$ cat src/rtl/slot_sched_pkg.sv
package slot_sched_pkg;
  typedef enum logic [1:0] {ST_IDLE, ST_SCAN, ST_BUSY} sched_st_t;

  localparam logic [7:0] ADR_DONE_RD = 8'h17;
  localparam logic [7:0] ADR_SKIP_RD = 8'h18;
  localparam logic [7:0] ADR_LAST_RD = 8'h19;
  localparam logic [7:0] ADR_ACT_RD  = 8'h1A;
  localparam logic [7:0] ADR_SKIP_WR = 8'h98;
  localparam logic [7:0] ADR_LAST_WR = 8'h99;
endpackage

$ cat src/rtl/sched_regs.sv
module sched_regs
  import slot_sched_pkg::*;
#(
  parameter int NSLOT = 32,
  parameter int IDXW  = $clog2(NSLOT),
  parameter int AW    = 8,
  parameter int DW    = 32
) (
  input  logic             clk,
  input  logic             rst,
  input  logic             reg_wr,
  input  logic             reg_rd,
  input  logic [AW-1:0]    reg_addr,
  input  logic [DW-1:0]    reg_wdata,
  output logic [DW-1:0]    reg_rdata,
  input  logic [NSLOT-1:0] done_clr,
  input  logic             set_en,
  input  logic [IDXW-1:0]  set_idx,
  input  logic [IDXW-1:0]  act_idx,
  output logic [NSLOT-1:0] skip_map,
  output logic [NSLOT-1:0] last_map,
  output logic [NSLOT-1:0] done_map
);
  logic [DW-1:0] rd_mux;

  // host-written maps
  always_ff @(posedge clk) begin
    if (rst) begin
      skip_map <= '0;
      last_map <= '0;
    end else if (reg_wr) begin
      if (reg_addr == AW'(ADR_SKIP_WR)) skip_map <= reg_wdata[NSLOT-1:0];
      if (reg_addr == AW'(ADR_LAST_WR)) last_map <= reg_wdata[NSLOT-1:0];
    end
  end

  // completion bits: a set from the engine beats a clear in the same cycle
  for (genvar i = 0; i < NSLOT; i++) begin : g_done
    always_ff @(posedge clk) begin
      if (rst)                                   done_map[i] <= 1'b0;
      else if (set_en && set_idx == IDXW'(i))    done_map[i] <= 1'b1;
      else if (done_clr[i])                      done_map[i] <= 1'b0;
    end
  end

  always_comb begin
    rd_mux = '0;
    if      (reg_addr == AW'(ADR_SKIP_RD)) rd_mux[NSLOT-1:0] = skip_map;
    else if (reg_addr == AW'(ADR_LAST_RD)) rd_mux[NSLOT-1:0] = last_map;
    else if (reg_addr == AW'(ADR_DONE_RD)) rd_mux[NSLOT-1:0] = done_map;
    else if (reg_addr == AW'(ADR_ACT_RD))  rd_mux[IDXW-1:0]  = act_idx;
  end

  always_ff @(posedge clk) begin
    if (rst)         reg_rdata <= '0;
    else if (reg_rd) reg_rdata <= rd_mux;
  end
endmodule

$ cat src/rtl/sched_scan.sv
module sched_scan
  import slot_sched_pkg::*;
#(
  parameter int NSLOT = 32,
  parameter int IDXW  = $clog2(NSLOT)
) (
  input  logic             clk,
  input  logic             rst,
  input  logic             frame_start,
  input  logic [NSLOT-1:0] skip_map,
  input  logic [NSLOT-1:0] last_map,
  input  logic             eng_done,
  input  logic             eng_ok,
  output logic             eng_start,
  output logic [IDXW-1:0]  cur,
  output logic             handoff,
  output logic             set_en,
  output logic [IDXW-1:0]  set_idx
);
  localparam logic [IDXW-1:0] TOP_IDX = IDXW'(NSLOT - 1);

  sched_st_t st;
  logic      at_end;

  assign at_end  = last_map[cur] || (cur == TOP_IDX);
  assign set_en  = (st == ST_BUSY) && eng_done && eng_ok;
  assign set_idx = cur;

  always_ff @(posedge clk) begin
    if (rst) begin
      st        <= ST_IDLE;
      cur       <= '0;
      eng_start <= 1'b0;
      handoff   <= 1'b0;
    end else begin
      eng_start <= 1'b0;
      handoff   <= 1'b0;
      unique case (st)
        ST_IDLE: if (frame_start) begin
          cur <= '0;
          st  <= ST_SCAN;
        end
        ST_SCAN: if (skip_map[cur]) begin
          if (at_end) begin
            handoff <= 1'b1;
            st      <= ST_IDLE;
          end else begin
            cur <= cur + 1'b1;
          end
        end else begin
          eng_start <= 1'b1;
          st        <= ST_BUSY;
        end
        ST_BUSY: if (eng_done) begin
          if (at_end) begin
            handoff <= 1'b1;
            st      <= ST_IDLE;
          end else begin
            cur <= cur + 1'b1;
            st  <= ST_SCAN;
          end
        end
        default: st <= ST_IDLE;
      endcase
    end
  end
endmodule

$ cat src/rtl/slot_sched.sv
module slot_sched
  import slot_sched_pkg::*;
#(
  parameter int NSLOT = 32,
  parameter int AW    = 8,
  parameter int DW    = 32,
  localparam int IDXW = $clog2(NSLOT)
) (
  input  logic             clk,
  input  logic             rst,
  input  logic             frame_start,
  input  logic             reg_wr,
  input  logic             reg_rd,
  input  logic [AW-1:0]    reg_addr,
  input  logic [DW-1:0]    reg_wdata,
  output logic [DW-1:0]    reg_rdata,
  input  logic [NSLOT-1:0] done_clr,
  output logic             eng_start,
  output logic [IDXW-1:0]  eng_slot,
  input  logic             eng_done,
  input  logic             eng_ok,
  output logic             handoff
);
  logic [NSLOT-1:0] skip_map, last_map, done_map;
  logic             set_en;
  logic [IDXW-1:0]  set_idx;

  sched_regs #(.NSLOT(NSLOT), .IDXW(IDXW), .AW(AW), .DW(DW)) u_regs (
    .clk(clk), .rst(rst), .reg_wr(reg_wr), .reg_rd(reg_rd),
    .reg_addr(reg_addr), .reg_wdata(reg_wdata), .reg_rdata(reg_rdata),
    .done_clr(done_clr), .set_en(set_en), .set_idx(set_idx),
    .act_idx(eng_slot), .skip_map(skip_map), .last_map(last_map),
    .done_map(done_map)
  );

  sched_scan #(.NSLOT(NSLOT), .IDXW(IDXW)) u_scan (
    .clk(clk), .rst(rst), .frame_start(frame_start),
    .skip_map(skip_map), .last_map(last_map),
    .eng_done(eng_done), .eng_ok(eng_ok), .eng_start(eng_start),
    .cur(eng_slot), .handoff(handoff), .set_en(set_en), .set_idx(set_idx)
  );
endmodule

$ cat config.mk
export PLATFORM = sky130hd
export DESIGN_NAME = slot_sched
export DESIGN_NICKNAME = d
export VERILOG_FILES = /design/src/rtl/slot_sched_pkg.sv /design/src/rtl/sched_regs.sv /design/src/rtl/sched_scan.sv /design/src/rtl/slot_sched.sv
export SDC_FILE = /design/constraint.sdc
export NUM_CORES = 1
export LEC_CHECK = 0
export BUFFER_PORTS_ARGS = -buffer_cell sky130_fd_sc_hd__buf_2
export CORE_MARGIN = 2
export CORE_UTILIZATION = 50
export CTS_CLUSTER_SIZE = 28
export DETAILED_ROUTE_END_ITERATION = 7
export PLACE_DENSITY = 0.73
export SETUP_SLACK_MARGIN = 0.4
export SLEW_MARGIN = 20
export SYNTH_ARGS = -nofsm -noshare
export SYNTH_HDL_FRONTEND = slang
export SYNTH_SLANG_ARGS = --single-unit
$ cat constraint.sdc
create_clock -name clk -period 3.25 [get_ports clk]
set_input_delay 0.1625 -clock clk [delete_from_list [all_inputs] [get_ports clk]]
set_output_delay 0.1625 -clock clk [all_outputs]
set_load 0.03 [all_outputs]
==> metrics.csv <==
metric,value,unit
outcome,"complete, but fails checks",
violations,design-rule violations,
start_util,0.512,
port_buffers,117,
core_region_area,12100,um2
synth.distinct_cells,49,
synth-edff-count,0,
drt_wl_total,18.4,mm
peakVddDrop,373,uV
die_w,115,um
relSlewSlack,0.521,
fin_crit_sh,0.849,
syn_area,6180,um2
top_layer,met4,
rows,40,
syn_inst,684,
grt_pass1_wl,29.0,mm
cap_violations,0,
hold_path_class,input pin to flop,
rsz0062_at_grt,false,
place_area,6870,um2
hold_viol_final,0,
drtIter0Drc,767,
final_cell_area,7770,um2
maxSlewViolCount,0,
clock_path_buffers,2,
via_count,5821,
drive_gt1_frac,0.220,
root_buffer,clkbuf_16,
postRouteAntennaNets,0,
dp_hpwl,12.3,mm
cts_made_buffers,17,
worst_clock_skew,0.00845,ns
yosys_warnings,0,
power.leakage,2.95,nW
grt_antenna_before_repair,0,
post-cts-setup-buffer-count,0,
wl_per_cell,18.7,um
clkTransAtPathRegs,0.06,ns
fin_tns_setup,0,ns
startpoint_type,flop,
viasPerCell,5.89,
async_flop_share,0,
synth.avg_cell_area,9.03,um2
antenna_cells,0,
dr_wl_met3,1.50,mm
drc,2,
cts.sinks,137,
grt_start_max_net_pins,68,
endpoint_kind,flop,
required,3.58,ns
crit_fanout,13,
nets,896,
area_delta_synth_final,25.7,%
setup.worst_path.class,flop to flop,
grt_pass1_vias,5633,
max_slew.worst_pin.slew,0.719,ns
die_area,13300,um2
powerDensity,569,nW/um2
synthFlopType,dfxtp_1,
synth_nets,773,
clk_latency,0.43,ns
cts_tree,built,
cts_max_level,4,
setup_viol,0,
synth_seq_cells,137,
grt.overflow.total,0,
fmax,363,MHz
io_pins,118,
wl_met2,8.77,mm
synth-seq-area-share,0.444,
critical_path_arrival,3.09,ns
die_h,115,um
fin_crit,2.76,ns
wl_met1,7.67,mm
gp_congestion,0.909,
track_usage,0.285,
drt_first_pass_iters,8,
[routing by layer]
metal / global-route usage / vias up
met5: 0 / -
met3: 0.0580 / 47
li1: - / 2730
met4: 0.135 / 0
met1: 0.369 / 2744
met2: 0.457 / 300
[layout by cell type, fill, tap and decap left out, drive strengths merged, types with 6 or more instances in the layout]
master and instances:
ha 10, mux4 12, mux2i 42, inv 14
dfxtp 137, nor2b 35, nor3 8, a211oi 28
dlygate4sd3 26, clkbuf 22, buf 129, nor2 105
a222oi 32, and3 9, a311oi 6, nand2 82
a21oi 65, clkinv 6
[cell usage after synthesis, drive strengths merged (2+ instances only)]
| cell | number | share of area |
|---|---|---|
| a31oi | 2 | 0.0020 |
| nor2 | 105 | 0.064 |
| and2 | 2 | 0.0020 |
| or4 | 3 | 0.0043 |
| a311oi | 6 | 0.011 |
| mux2 | 2 | 0.0036 |
| o22ai | 2 | 0.0020 |
| ha | 10 | 0.020 |
| nor4 | 2 | 0.0020 |
| nor3 | 8 | 0.0065 |
| nor2b | 35 | 0.035 |
| nand3 | 2 | 0.0016 |
| a32oi | 4 | 0.0057 |
| dfxtp | 137 | 0.44 |
| mux4 | 12 | 0.048 |
| or3b | 2 | 0.0028 |
| a211oi | 28 | 0.034 |
| a22o | 3 | 0.0043 |
| o21a | 2 | 0.0024 |
| o32ai | 2 | 0.0041 |
| a222oi | 32 | 0.052 |
| and3 | 9 | 0.0091 |
| mux2i | 42 | 0.068 |
| inv | 14 | 0.0085 |
| a22oi | 4 | 0.0049 |
| o21ai | 2 | 0.0022 |
| clkbuf | 41 | 0.025 |
| nor3b | 2 | 0.0024 |
| a21oi | 65 | 0.053 |
| nand2b | 4 | 0.0040 |
| nand2 | 82 | 0.051 |
| buf | 10 | 0.0099 |
[through the flow]
| stage | setup slack (ns) | cells | power, mW | utilization | hold WS (ns) |
|---|---|---|---|---|---|
| finish | 0.492 | 988 | 4.42 | 0.644 | 0.00218 |
| global route | 0.421 | 988 | 4.58 | 0.644 | 0.00588 |
| detailed placement | 0.264 | 930 | 2.42 | 0.570 | 0.420 |
| CTS | 0.439 | 988 | 4.42 | 0.643 | 0.00254 |
| global placement | 0.354 | 930 | 2.40 | 0.570 | 0.417 |
| floorplan | 0.519 | 684 | 2.21 | - | 0.298 |
[logic make-up after synthesis]
family | Yosys count | synth area share
AND/OR/NAND/NOR | 260 | 0.190
AO/OA/AOI/OAI | 156 | 0.183
flip-flops | 137 | 0.444
buffers and inverters | 65 | 0.0433
multiplexers | 56 | 0.120
adder cells (fa/ha/maj) | 10 | 0.0203
[final timing paths]
path | to | slack, ns | cells after the start | start
setup reg to reg | u_scan.cur[4]$_SDFFE_PP0P_ | 0.49 | 8 | u_scan.cur[1]$_SDFFE_PP0P_
hold reg to reg | u_regs.reg_rdata[30]$_SDFFE_PP0P_ | 0.48 | 2 | u_regs.reg_rdata[30]$_SDFFE_PP0P_
hold / removal | u_regs.skip_map[29]$_SDFFE_PP0P_ | 0.002 | 3 | reg_wdata[29]
setup / recovery | u_scan.cur[4]$_SDFFE_PP0P_ | 0.49 | 8 | u_scan.cur[1]$_SDFFE_PP0P_
[worst max-delay path, cell delays in order (launching register included)]
cell      delay [ns]
dfxtp_2         0.42
buf_4           0.23
ha_1            0.30
and3_1          0.25
ha_1            0.23
a311oi_4        0.35
nand2_4         0.11
or4_4           0.56
o32ai_2         0.21
[cell type report]
| class | count | area, um2 |
|---|---|---|
| clock inverter | 10 | 143 |
| sequential | 137 | 2740 |
| timing repair buffer | 155 | 941 |
| multi-input combinational | 482 | 3200 |
| clock buffer | 22 | 474 |
| tap | 168 | 210 |
| fill | 1014 | 4290 |
| inverter | 14 | 52.6 |
[where the power goes]
group	internal (mW)	switching (mW)
registers	1.72	0.0387
logic	0.246	0.424
clock network	1.27	0.721
total	3.24	1.18
[repair_timing]
item,CTS,global route
hold endpoints to repair,42,0
setup endpoints to repair,4,4
hold buffers,26,0
gates resized for setup,1,3
[sequential cells by signal, indices dropped and copies added (netlist names)]
register / count
u_scan.st: 2
u_regs.last_map: 32
u_scan.eng_start: 1
u_scan.handoff: 1
u_regs.done_map: 32
u_regs.reg_rdata: 32
u_regs.skip_map: 32
u_scan.cur: 5
Note: power is estimated with default switching activity, not from simulation.
